===== src/rtl/iot_pkg.sv =====
package iot_pkg;
  localparam int OPC_W      = 3;
  localparam logic [OPC_W-1:0] OPC_IOT = 3'd6;
  localparam int SKIP_PWR   = 0;
  localparam int SKIP_RDR   = 1;
  localparam int SKIP_TTY   = 2;

  function automatic logic is_iot_op(input logic [OPC_W-1:0] opc);
    return opc == OPC_IOT;
  endfunction
endpackage


===== src/rtl/iot_slot_seq.sv =====
module iot_slot_seq #(
  parameter int NUM_SLOTS = 3,
  localparam int SLOT_W = (NUM_SLOTS > 1) ? $clog2(NUM_SLOTS) : 1
) (
  input  logic              clk,
  input  logic              rst_n,
  input  logic              start,
  output logic              pause,
  output logic [SLOT_W-1:0] slot,
  output logic              last_slot
);
  localparam logic [SLOT_W-1:0] LAST = SLOT_W'(NUM_SLOTS - 1);

  assign last_slot = pause && (slot == LAST);

  always_ff @(posedge clk) begin
    if (!rst_n) begin
      pause <= 1'b0;
      slot  <= '0;
    end else if (start && !pause) begin
      pause <= 1'b1;
      slot  <= '0;
    end else if (pause) begin
      if (slot == LAST) begin
        pause <= 1'b0;
        slot  <= '0;
      end else begin
        slot <= slot + 1'b1;
      end
    end
  end
endmodule


===== src/rtl/iot_pulse_gate.sv =====
module iot_pulse_gate #(
  parameter int NUM_SLOTS = 3,
  localparam int SLOT_W = (NUM_SLOTS > 1) ? $clog2(NUM_SLOTS) : 1
) (
  input  logic                 pause,
  input  logic [SLOT_W-1:0]    slot,
  input  logic [NUM_SLOTS-1:0] sel_bits,
  output logic [NUM_SLOTS-1:0] io_pulse
);
  for (genvar k = 0; k < NUM_SLOTS; k++) begin : g_slot
    assign io_pulse[k] = pause && (slot == SLOT_W'(k)) && sel_bits[k];
  end
endmodule


===== src/rtl/iot_skip_ctl.sv =====
module iot_skip_ctl #(
  parameter int NUM_SKIP_SRC = 3
) (
  input  logic                    clk,
  input  logic                    rst_n,
  input  logic                    ts1,
  input  logic                    ts4,
  input  logic                    fetch,
  input  logic                    is_iot,
  input  logic                    skip_strobe,
  input  logic [NUM_SKIP_SRC-1:0] skip_req,
  input  logic                    seq_end,
  output logic                    carry_insert
);
  logic skip_q;
  logic io_done_q;
  logic pc_en;
  logic io_pc_en;
  logic fetch_start;

  assign fetch_start = ts1 && fetch;

  always_ff @(posedge clk) begin
    if (!rst_n)                         skip_q <= 1'b0;
    else if (fetch_start)               skip_q <= 1'b0;
    else if (skip_strobe && |skip_req)  skip_q <= 1'b1;
  end

  always_ff @(posedge clk) begin
    if (!rst_n)                   io_done_q <= 1'b0;
    else if (fetch_start || ts4)  io_done_q <= 1'b0;
    else if (seq_end)             io_done_q <= 1'b1;
  end

  // ordinary window: TS4 of a fetch that did not run I/O slots
  assign pc_en    = ts4 && fetch && !is_iot;
  // I/O window: TS4 once the pulse slots have all elapsed
  assign io_pc_en = ts4 && fetch && io_done_q;

  assign carry_insert = skip_q && (pc_en || io_pc_en);
endmodule


===== src/rtl/iot_sequencer.sv =====
module iot_sequencer
  import iot_pkg::*;
#(
  parameter int WORD_W       = 12,
  parameter int NUM_SLOTS    = 3,
  parameter int NUM_SKIP_SRC = 3
) (
  input  logic                    clk,
  input  logic                    rst_n,
  input  logic [WORD_W-1:0]       instr,
  input  logic                    ts1,
  input  logic                    ts3,
  input  logic                    ts4,
  input  logic                    fetch,
  input  logic [NUM_SKIP_SRC-1:0] skip_req,
  output logic [NUM_SLOTS-1:0]    io_pulse,
  output logic                    pause,
  output logic                    carry_insert
);
  localparam int SLOT_W = (NUM_SLOTS > 1) ? $clog2(NUM_SLOTS) : 1;

  logic              is_iot;
  logic              start;
  logic [SLOT_W-1:0] slot;
  logic              last_slot;

  assign is_iot = is_iot_op(instr[WORD_W-1 -: OPC_W]);
  assign start  = ts3 && fetch && is_iot;

  iot_slot_seq #(.NUM_SLOTS(NUM_SLOTS)) u_seq (
    .clk      (clk),
    .rst_n    (rst_n),
    .start    (start),
    .pause    (pause),
    .slot     (slot),
    .last_slot(last_slot)
  );

  iot_pulse_gate #(.NUM_SLOTS(NUM_SLOTS)) u_gate (
    .pause   (pause),
    .slot    (slot),
    .sel_bits(instr[NUM_SLOTS-1:0]),
    .io_pulse(io_pulse)
  );

  iot_skip_ctl #(.NUM_SKIP_SRC(NUM_SKIP_SRC)) u_skip (
    .clk         (clk),
    .rst_n       (rst_n),
    .ts1         (ts1),
    .ts4         (ts4),
    .fetch       (fetch),
    .is_iot      (is_iot),
    .skip_strobe (io_pulse[0]),
    .skip_req    (skip_req),
    .seq_end     (last_slot),
    .carry_insert(carry_insert)
  );
endmodule


===== config.mk =====
export PLATFORM = sky130hd
export DESIGN_NAME = iot_sequencer
export DESIGN_NICKNAME = d
export VERILOG_FILES = /design/src/rtl/iot_pkg.sv /design/src/rtl/iot_slot_seq.sv /design/src/rtl/iot_pulse_gate.sv /design/src/rtl/iot_skip_ctl.sv /design/src/rtl/iot_sequencer.sv
export SDC_FILE = /design/constraint.sdc
export NUM_CORES = 1
export LEC_CHECK = 0
export ABC_AREA = 1
export BUFFER_PORTS_ARGS = -buffer_cell sky130_fd_sc_hd__clkbuf_2
export CELL_PAD_IN_SITES_DETAIL_PLACEMENT = 2
export CELL_PAD_IN_SITES_GLOBAL_PLACEMENT = 2
export CORE_MARGIN = 2
export CORE_UTILIZATION = 13
export CTS_CLUSTER_DIAMETER = 150
export DETAILED_ROUTE_END_ITERATION = 12
export PLACE_DENSITY = 0.74
export SLEW_MARGIN = 20
export SYNTH_ARGS = -nofsm -noshare
export SYNTH_HDL_FRONTEND = slang
export SYNTH_SLANG_ARGS = --single-unit
export TNS_END_PERCENT = 100

===== constraint.sdc =====
create_clock -name clk -period 0.88 [get_ports clk]
set_input_delay 0.132 -clock clk [delete_from_list [all_inputs] [get_ports clk]]
set_output_delay 0.132 -clock clk [all_outputs]
set_load 0.1 [all_outputs]

# Word level (Yosys, flattened, before mapping)
# Cells that the tools add are included.
dict set report totals {
  reg_bits 5
  input_bits 21
}
dict set report op_classes {
  addsub 1
  eq_ne 3
  muxes 4
  bitwise_logic 1
  reduce_logical 24
}
# cell n
set ops {}
lappend ops {{1-bit logical AND} 15}
lappend ops {{2-bit OR reduction} 3}
lappend ops {{3-bit equality test (second input constant)} 1}
lappend ops {{1-bit 2-to-1 mux} 3}
lappend ops {{3-bit OR reduction} 1}
lappend ops {{2-bit by 1-bit adder with 2-bit output (second input constant)} 1}
lappend ops {{2-bit by 1-bit equality test with 1-bit output (second input constant)} 1}
lappend ops {{2-bit equality test (second input constant)} 1}
lappend ops {{1-bit logical NOT} 2}
lappend ops {{2-bit logical NOT} 1}
lappend ops {{1-bit logical OR} 2}
lappend ops {{2-bit 2-to-1 mux} 1}
lappend ops {{1-bit inverter} 1}

# Depth between registers and ports, before layout
# Gate-level depths: netlist of the first run.
dict set report depth {
  depth_word 5
  ltp_mapped 5
  ltp_nobuf 5
}

# Modules after synthesis
# A second synthesis of the first run with hierarchy kept.
dict set report unflattened {
  hier_cells 50
  area_unflattened_um2 310.3
}
# mod instances cells_each area_per_inst_um2 seq_area_each_um2
set modules_own_cells {}
lappend modules_own_cells {iot_slot_seq 1 20 133.9 60.1}
lappend modules_own_cells {iot_skip_ctl 1 15 106.4 40.0}
lappend modules_own_cells {iot_pulse_gate 1 10 42.5 0.0}
lappend modules_own_cells {iot_sequencer 1 5 27.5 0.0}

# Worst setup path before layout of the first run
# Ideal clock, no wire load.
dict set report synth_timing {
  path_kind {reg-to-output}
  from {register u_seq.pause}
  to {output io_pulse[2]}
  arrival_ns 2.524
  path_slack_ns -1.776
  stages_incl_launch_ff 3
  path_buffers 0
  cell_sequence {dfxtp_1 nand3_1 nor2_1}
}
dict set report synth_via {
  elab_chain_len 2
}
# item line_no
set synth_rtl {}
lappend synth_rtl {{start, declared} iot_slot_seq.sv:8} ;# output logic pause,
lappend synth_rtl {{start signal, assigned} iot_slot_seq.sv:18} ;# pause <= 1'b0;
lappend synth_rtl {{start signal, assigned} iot_slot_seq.sv:21} ;# pause <= 1'b1;
lappend synth_rtl {{start signal, assigned} iot_slot_seq.sv:25} ;# pause <= 1'b0;
lappend synth_rtl {{1-bit logical AND (2 in series)} iot_pulse_gate.sv:11} ;# assign io_pulse[k] = pause && (slot == SLOT_W'(k)) && sel_bits[k];
lappend synth_rtl {{end, declared} iot_sequencer.sv:16} ;# output logic [NUM_SLOTS-1:0] io_pulse,
# Every way passes these cells.

# Final worst setup path of the first run
dict set report layout_timing {
  from {register u_seq.slot[1]}
  to {output io_pulse[1]}
}
dict set report layout_via {
  elab_chain_len 3
}
# item line_no
set layout_rtl {}
lappend layout_rtl {{start, declared} iot_slot_seq.sv:9} ;# output logic [SLOT_W-1:0] slot,
lappend layout_rtl {{start signal, assigned} iot_slot_seq.sv:28} ;# slot <= slot + 1'b1;
lappend layout_rtl {{2-bit by 1-bit equality test with 1-bit output} iot_pulse_gate.sv:11}
lappend layout_rtl {{1-bit logical AND (2 in series)} iot_pulse_gate.sv:11}
# Every way passes these cells.

==> results.sh, run 1 <==
export IMPL_outcome="complete, but fails checks"
export IMPL_violations="setup timing"
export IMPL_drt_first_pass_iters=3
export IMPL_die_y_um=50.6
export IMPL_start_kind="flip-flop"
export IMPL_tns_ns=-2.42
export IMPL_slew_violations=0
export IMPL_grt_pass1_vias=451
export IMPL_vias_per_cell=3.92
export IMPL_postRouteAntennaNets=0
export IMPL_io_buffers=19
export IMPL_cts_root_buf="clkbuf_4"
export IMPL_ios=26
export IMPL_antenna_found_initial=0
export IMPL_critPathLaunch="u_seq.slot[1]"
export IMPL_internal_power_uw=453
export IMPL_cts_made_buffers=3
export IMPL_synth_nets=64
export IMPL_via_count=415
export IMPL_required_ns=0.75
export IMPL_dp_hpwl_um=886
export IMPL_drive_gt1_frac=0.696
export IMPL_synth_warnings=0
export IMPL_finalPower_uw=619
export IMPL_cts_htree_levels=1
export IMPL_die_w_um=50.6
export IMPL_comb_power_share=0.177
export IMPL_p_leak_nw=0.311
export IMPL_cts_tree="done"
export IMPL_end_kind="primary output"
export IMPL_min_from="ts4"
export IMPL_cts_sinks=5
export IMPL_syn_to_final_growth_pct=158
export IMPL_core_area_sq_um=2000
export IMPL_hold_viol=0
export IMPL_clockBufferDepth=2
export IMPL_synth_enable_flop_cells=0
export IMPL_synthDistinctLibCells=15
export IMPL_path_class="reg2out"
export IMPL_synth_avg_cell_area_sq_um=6.58
export IMPL_dieArea_sq_um=2560
export IMPL_fin_crit_ns=1.27
export IMPL_rsz0062_at_grt="yes"
export IMPL_cellPowerDensity_nw_per_um2=849
export IMPL_overflow=0
export IMPL_insertion_delay_ns=0.25
export IMPL_path_clk_slew_ns=0.05
export IMPL_grt_max_degree=6
export IMPL_irDropWorstVdd_uv=694
export IMPL_switching_share=0.268
export IMPL_clock_power_share=0.445
export IMPL_worstPathArrival_ns=1.14
export IMPL_synthTopCellsByCount="inv_1 (9), nor2_1 (9), dfxtp_1 (5), nand2_1 (5), nand3_1 (4)"
export IMPL_path_cells="inv_4 -> buf_6 -> nand3_4 -> nor2_4 -> buf_12"
export IMPL_synth_async_reset_ratio=0
export IMPL_n_antenna_cell=0
export IMPL_wl_per_cell_um=11.8
export IMPL_timing_rr_start="u_seq.slot[1]"
export IMPL_grt_first_pass_wirelength_um=2020
export IMPL_yosysTopAreaCell="dfxtp_1"
export IMPL_cts_hold_buf=0
export IMPL_ys_seq_area_frac=0.354
export IMPL_synth_cells=43
export IMPL_worstMarginPinSlew_ns=0.295
export IMPL_post_route_period_util=1.44
export IMPL_track_usage=0.110
export IMPL_synth_top_area_frac=0.354
export IMPL_hold_class="in2reg"
export IMPL_drc=0
export IMPL_slew_headroom=0.802
export IMPL_slowest_delay_ns=0.33
export IMPL_whs_ns=0.0881
export IMPL_gp_congestion=0.663
export IMPL_fin_skew_ns=0.00263
export IMPL_synth_area_leaders="dfxtp_1 (35%), inv_1 (12%), nor2_1 (12%), nand3_1 (7.1%), nand2_1 (6.6%)"
export IMPL_switchingPower_uw=166
export IMPL_fmax_ghz=0.788
export IMPL_wirelength_um=1250
export IMPL_ys_seq_elements=5
export IMPL_slowest_stage="dfxtp_2"
export IMPL_final_core_util=0.364
export IMPL_final_nets=101
export IMPL_fin_ws_ns=-0.389
export IMPL_setup_viol=10
export IMPL_rows=16
export IMPL_cp_max_fo=3
export IMPL_yosys_most_used_dff="dfxtp_1"
export IMPL_cap_violations=0
export IMPL_initial_utilization=0.141
export IMPL_first_iter_violations=1
export IMPL_synth_area_sq_um=283
export IMPL_power_frac_seq=0.378
-- area by class of cell --
class	instances	area (sq um)
clock buffers	4	26.3
inverters	9	36.3
multi-input cells	28	223
well taps	27	33.8
repair buffers	33	303
fillers	232	1270
flip-flops and latches	5	108
-- metrics by stage --
stage	instance area, sq um	setup WS (ns)	instances
after detailed placement	591	-0.184	94
final	729	-0.389	106
after global placement	591	-0.140	94
after CTS	681	-0.393	102
after floorplan	353	-0.451	43
after global routing	729	-0.442	106
-- path summary, 6_finish.rpt --
check	endpoint	slack (ns)	cells after the start
worst max-delay path	io_pulse[1]	-0.39	5
worst min-delay path	u_skip.io_done_q	0.09	2
worst max register to register	u_skip.skip_q	-0.24	7
worst min register to register	u_skip.io_done_q	0.54	2
-- state kept, by name, summed over array words and instances, names as in the netlist --
register	flops
u_seq.slot	2
u_seq.pause	1
u_skip.io_done_q	1
u_skip.skip_q	1
-- worst max-delay path, delay by kind of cell (launching register included) --
kind	cells	cell delay, ns
AND/OR/NAND/NOR	2	0.20
flip-flops	1	0.33
buffers and inverters	3	0.36
-- cells in the final DEF (no fill, tap or decap), types with 2 or more instances in the layout --
| master | count |
|---|---|
| buf_12 | 6 |
| buf_4 | 9 |
| buf_6 | 4 |
| clkbuf_2 | 14 |
| clkbuf_4 | 3 |
| dfxtp_2 | 3 |
| inv_1 | 7 |
| nand2_1 | 5 |
| nand3_2 | 2 |
| nand3_4 | 2 |
| nor2_1 | 7 |
| nor2_4 | 2 |
-- power groups by stage --
stage | clock network [mW] | logic [mW] | registers, mW
global placement | 0 | 0.0897 | 0.237
global route | 0.296 | 0.121 | 0.234
CTS | 0.277 | 0.104 | 0.233
finish | 0.276 | 0.110 | 0.234
detailed placement | 0 | 0.0919 | 0.238
floorplan | 0 | 0.0339 | 0.244
-- what timing repair did --
action                     in CTS  in global routing
buffers inserted                4                  4
resized for setup               8                  6
setup endpoints to repair      10                 10
pin swaps                       8                  6
hold endpoints to repair        0                  0
-- routing by layer --
layer / track usage / wire length [um] / vias up
met5: 0 / 0 / -
met4: 0.0721 / 44 / 0
met3: 0.0387 / 62 / 7
met2: 0.195 / 720 / 11
met1: 0.107 / 426 / 191
li1: - / - / 206
-- logic make-up after synthesis --
family	count (synthesis)	share of synthesized area
simple gates	22	0.363
buf+inv	10	0.146
compound gates	6	0.137
flops	5	0.354
Note: power is estimated with default switching activity, not from simulation.
==> inputs of run 2 (changes only) <==
Settings changed: CAP_MARGIN set to 20, CORE_ASPECT_RATIO set to 1.2.
==> run 2 against run 1 <==
Compared with the run above: the flow still finishes with violations (setup timing); die area is essentially flat; critical path depth decreased by 2; global-route usage rose by 1.4 points; hold slack got worse by 0.018 ns; via count decreased by 1.9%; count of clock-buffer cells in the layout unchanged; non-clock buffer count fell by 2; sequential power barely moved; critical path type unchanged; critical endpoint is now io_pulse[0]; largest cell class unchanged; largest power group unchanged.
==> results.sh, run 2 (synthesized netlist as in run 1, its figures left out) <==
export IMPL_rows=18
export IMPL_overflow=0
export IMPL_violations="setup timing"
export IMPL_whs_ns=0.0702
export IMPL_n_antenna_cell=0
export IMPL_setup_viol=10
export IMPL_post_route_period_util=1.44
export IMPL_final_cell_mix="clkbuf_2 (14), buf_4 (11), inv_1 (6), nor2_1 (6), buf_12 (5)"
export IMPL_syn_to_final_growth_pct=154
export IMPL_clockBufferDepth=2
export IMPL_grt_first_pass_wirelength_um=2070
export IMPL_p_leak_nw=0.296
export IMPL_path_class="reg2out"
export IMPL_outcome="complete, but fails checks"
export IMPL_start_kind="flip-flop"
export IMPL_drt_first_pass_iters=2
export IMPL_fin_crit_ns=1.27
export IMPL_slew_headroom=0.809
export IMPL_irDropWorstVdd_uv=486
export IMPL_first_iter_violations=1
export IMPL_die_w_um=46.6
export IMPL_wirelength_um=1280
export IMPL_track_usage=0.124
export IMPL_initial_utilization=0.138
export IMPL_regMostFlops="u_seq.slot"
export IMPL_fill_cells=239
export IMPL_slew_violations=0
export IMPL_largest_reg_flops=2
export IMPL_drive_gt1_frac=0.753
export IMPL_hold_class="in2reg"
export IMPL_dp_hpwl_um=960
export IMPL_fmax_ghz=0.789
export IMPL_ios=26
export IMPL_grt_max_degree=6
export IMPL_end_kind="primary output"
export IMPL_io_buffers=19
export IMPL_vias_per_cell=3.80
export IMPL_grt_pass1_vias=431
export IMPL_rrSetupSlack_ns=-0.19
export IMPL_tns_ns=-2.38
export IMPL_die_y_um=55.1
export IMPL_hold_viol=0
export IMPL_via_count=407
export IMPL_cp_max_fo=5
export IMPL_cts_sinks=5
export IMPL_fin_skew_ns=0.00338
export IMPL_cellPowerDensity_nw_per_um2=897
export IMPL_core_area_sq_um=2050
export IMPL_insertion_delay_ns=0.26
export IMPL_dpl_cell_count=97
export IMPL_worstPathArrival_ns=1.14
export IMPL_postRouteAntennaNets=0
export IMPL_worstMarginPinSlew_ns=0.285
export IMPL_gp_congestion=0.616
export IMPL_antenna_found_initial=0
export IMPL_cts_root_buf="clkbuf_4"
export IMPL_rsz0062_at_grt="yes"
export IMPL_drc=0
export IMPL_cts_tree="done"
export IMPL_post_place_ws_ns=-0.193
export IMPL_final_nets=99
export IMPL_fin_ws_ns=-0.388
export IMPL_cts_made_buffers=3
export IMPL_required_ns=0.75
export IMPL_wl_per_cell_um=12.0
export IMPL_dieArea_sq_um=2570
export IMPL_stdcell_count=107
export IMPL_cap_violations=0
export IMPL_finalPower_uw=644
export IMPL_path_clk_slew_ns=0.05
export IMPL_cts_htree_levels=1
export IMPL_final_common_cell="clkbuf_2"
==> run 2: worst max-delay path: stages (launching register included) <==
cell and delay (ns):
dfxtp_4 0.40, nand2_4 0.07, nor3b_4 0.20, buf_12 0.20
==> run 2: timing repair <==
| item | CTS | global route |
|---|---|---|
| gates resized for setup | 15 | 5 |
| setup endpoints to repair | 10 | 10 |
| pin swaps | 8 | 8 |
| buffers inserted | 5 | 2 |
| hold buffers | 0 | 0 |
==> run 2: final timing paths <==
check | startpoint | end | depth (start not counted)
setup reg to reg | u_seq.pause | u_seq.slot[1] | 6
hold reg to reg | u_skip.io_done_q | u_skip.io_done_q | 2
hold / removal | ts4 | u_skip.io_done_q | 2
setup / recovery | u_seq.pause | io_pulse[0] | 3
==> run 2: cell type report <==
class                   instances  area, sq um  area share
well taps                      30         37.5      0.0523
multi-input cells              28          243       0.338
clock buffers                   4         26.3      0.0366
repair buffers                 31          264       0.368
flip-flops and latches          5          111       0.155
inverters                       9         36.3      0.0505
==> run 2: routing by layer <==
layer | part of all wire | track usage | vias up | wire length (um)
li1 | - | - | 200 | -
met1 | 0.39 | 0.134 | 193 | 496
met2 | 0.57 | 0.197 | 10 | 724
met3 | 0.018 | 0.0390 | 4 | 23
met4 | 0.027 | 0.100 | 0 | 34
met5 | 0 | 0 | - | 0
==> run 2: power by group <==
part	total [mW]	internal, mW	switching, mW
sequential	0.232	0.225	0.00677
combinational	0.111	0.0530	0.0582
clock	0.301	0.174	0.128
==> run 2: through the flow <==
step,utilization,cell area (sq um)
finish,0.350,718
global route,0.350,718
CTS,0.344,706
detailed placement,0.290,594
global placement,0.290,594
floorplan,-,353
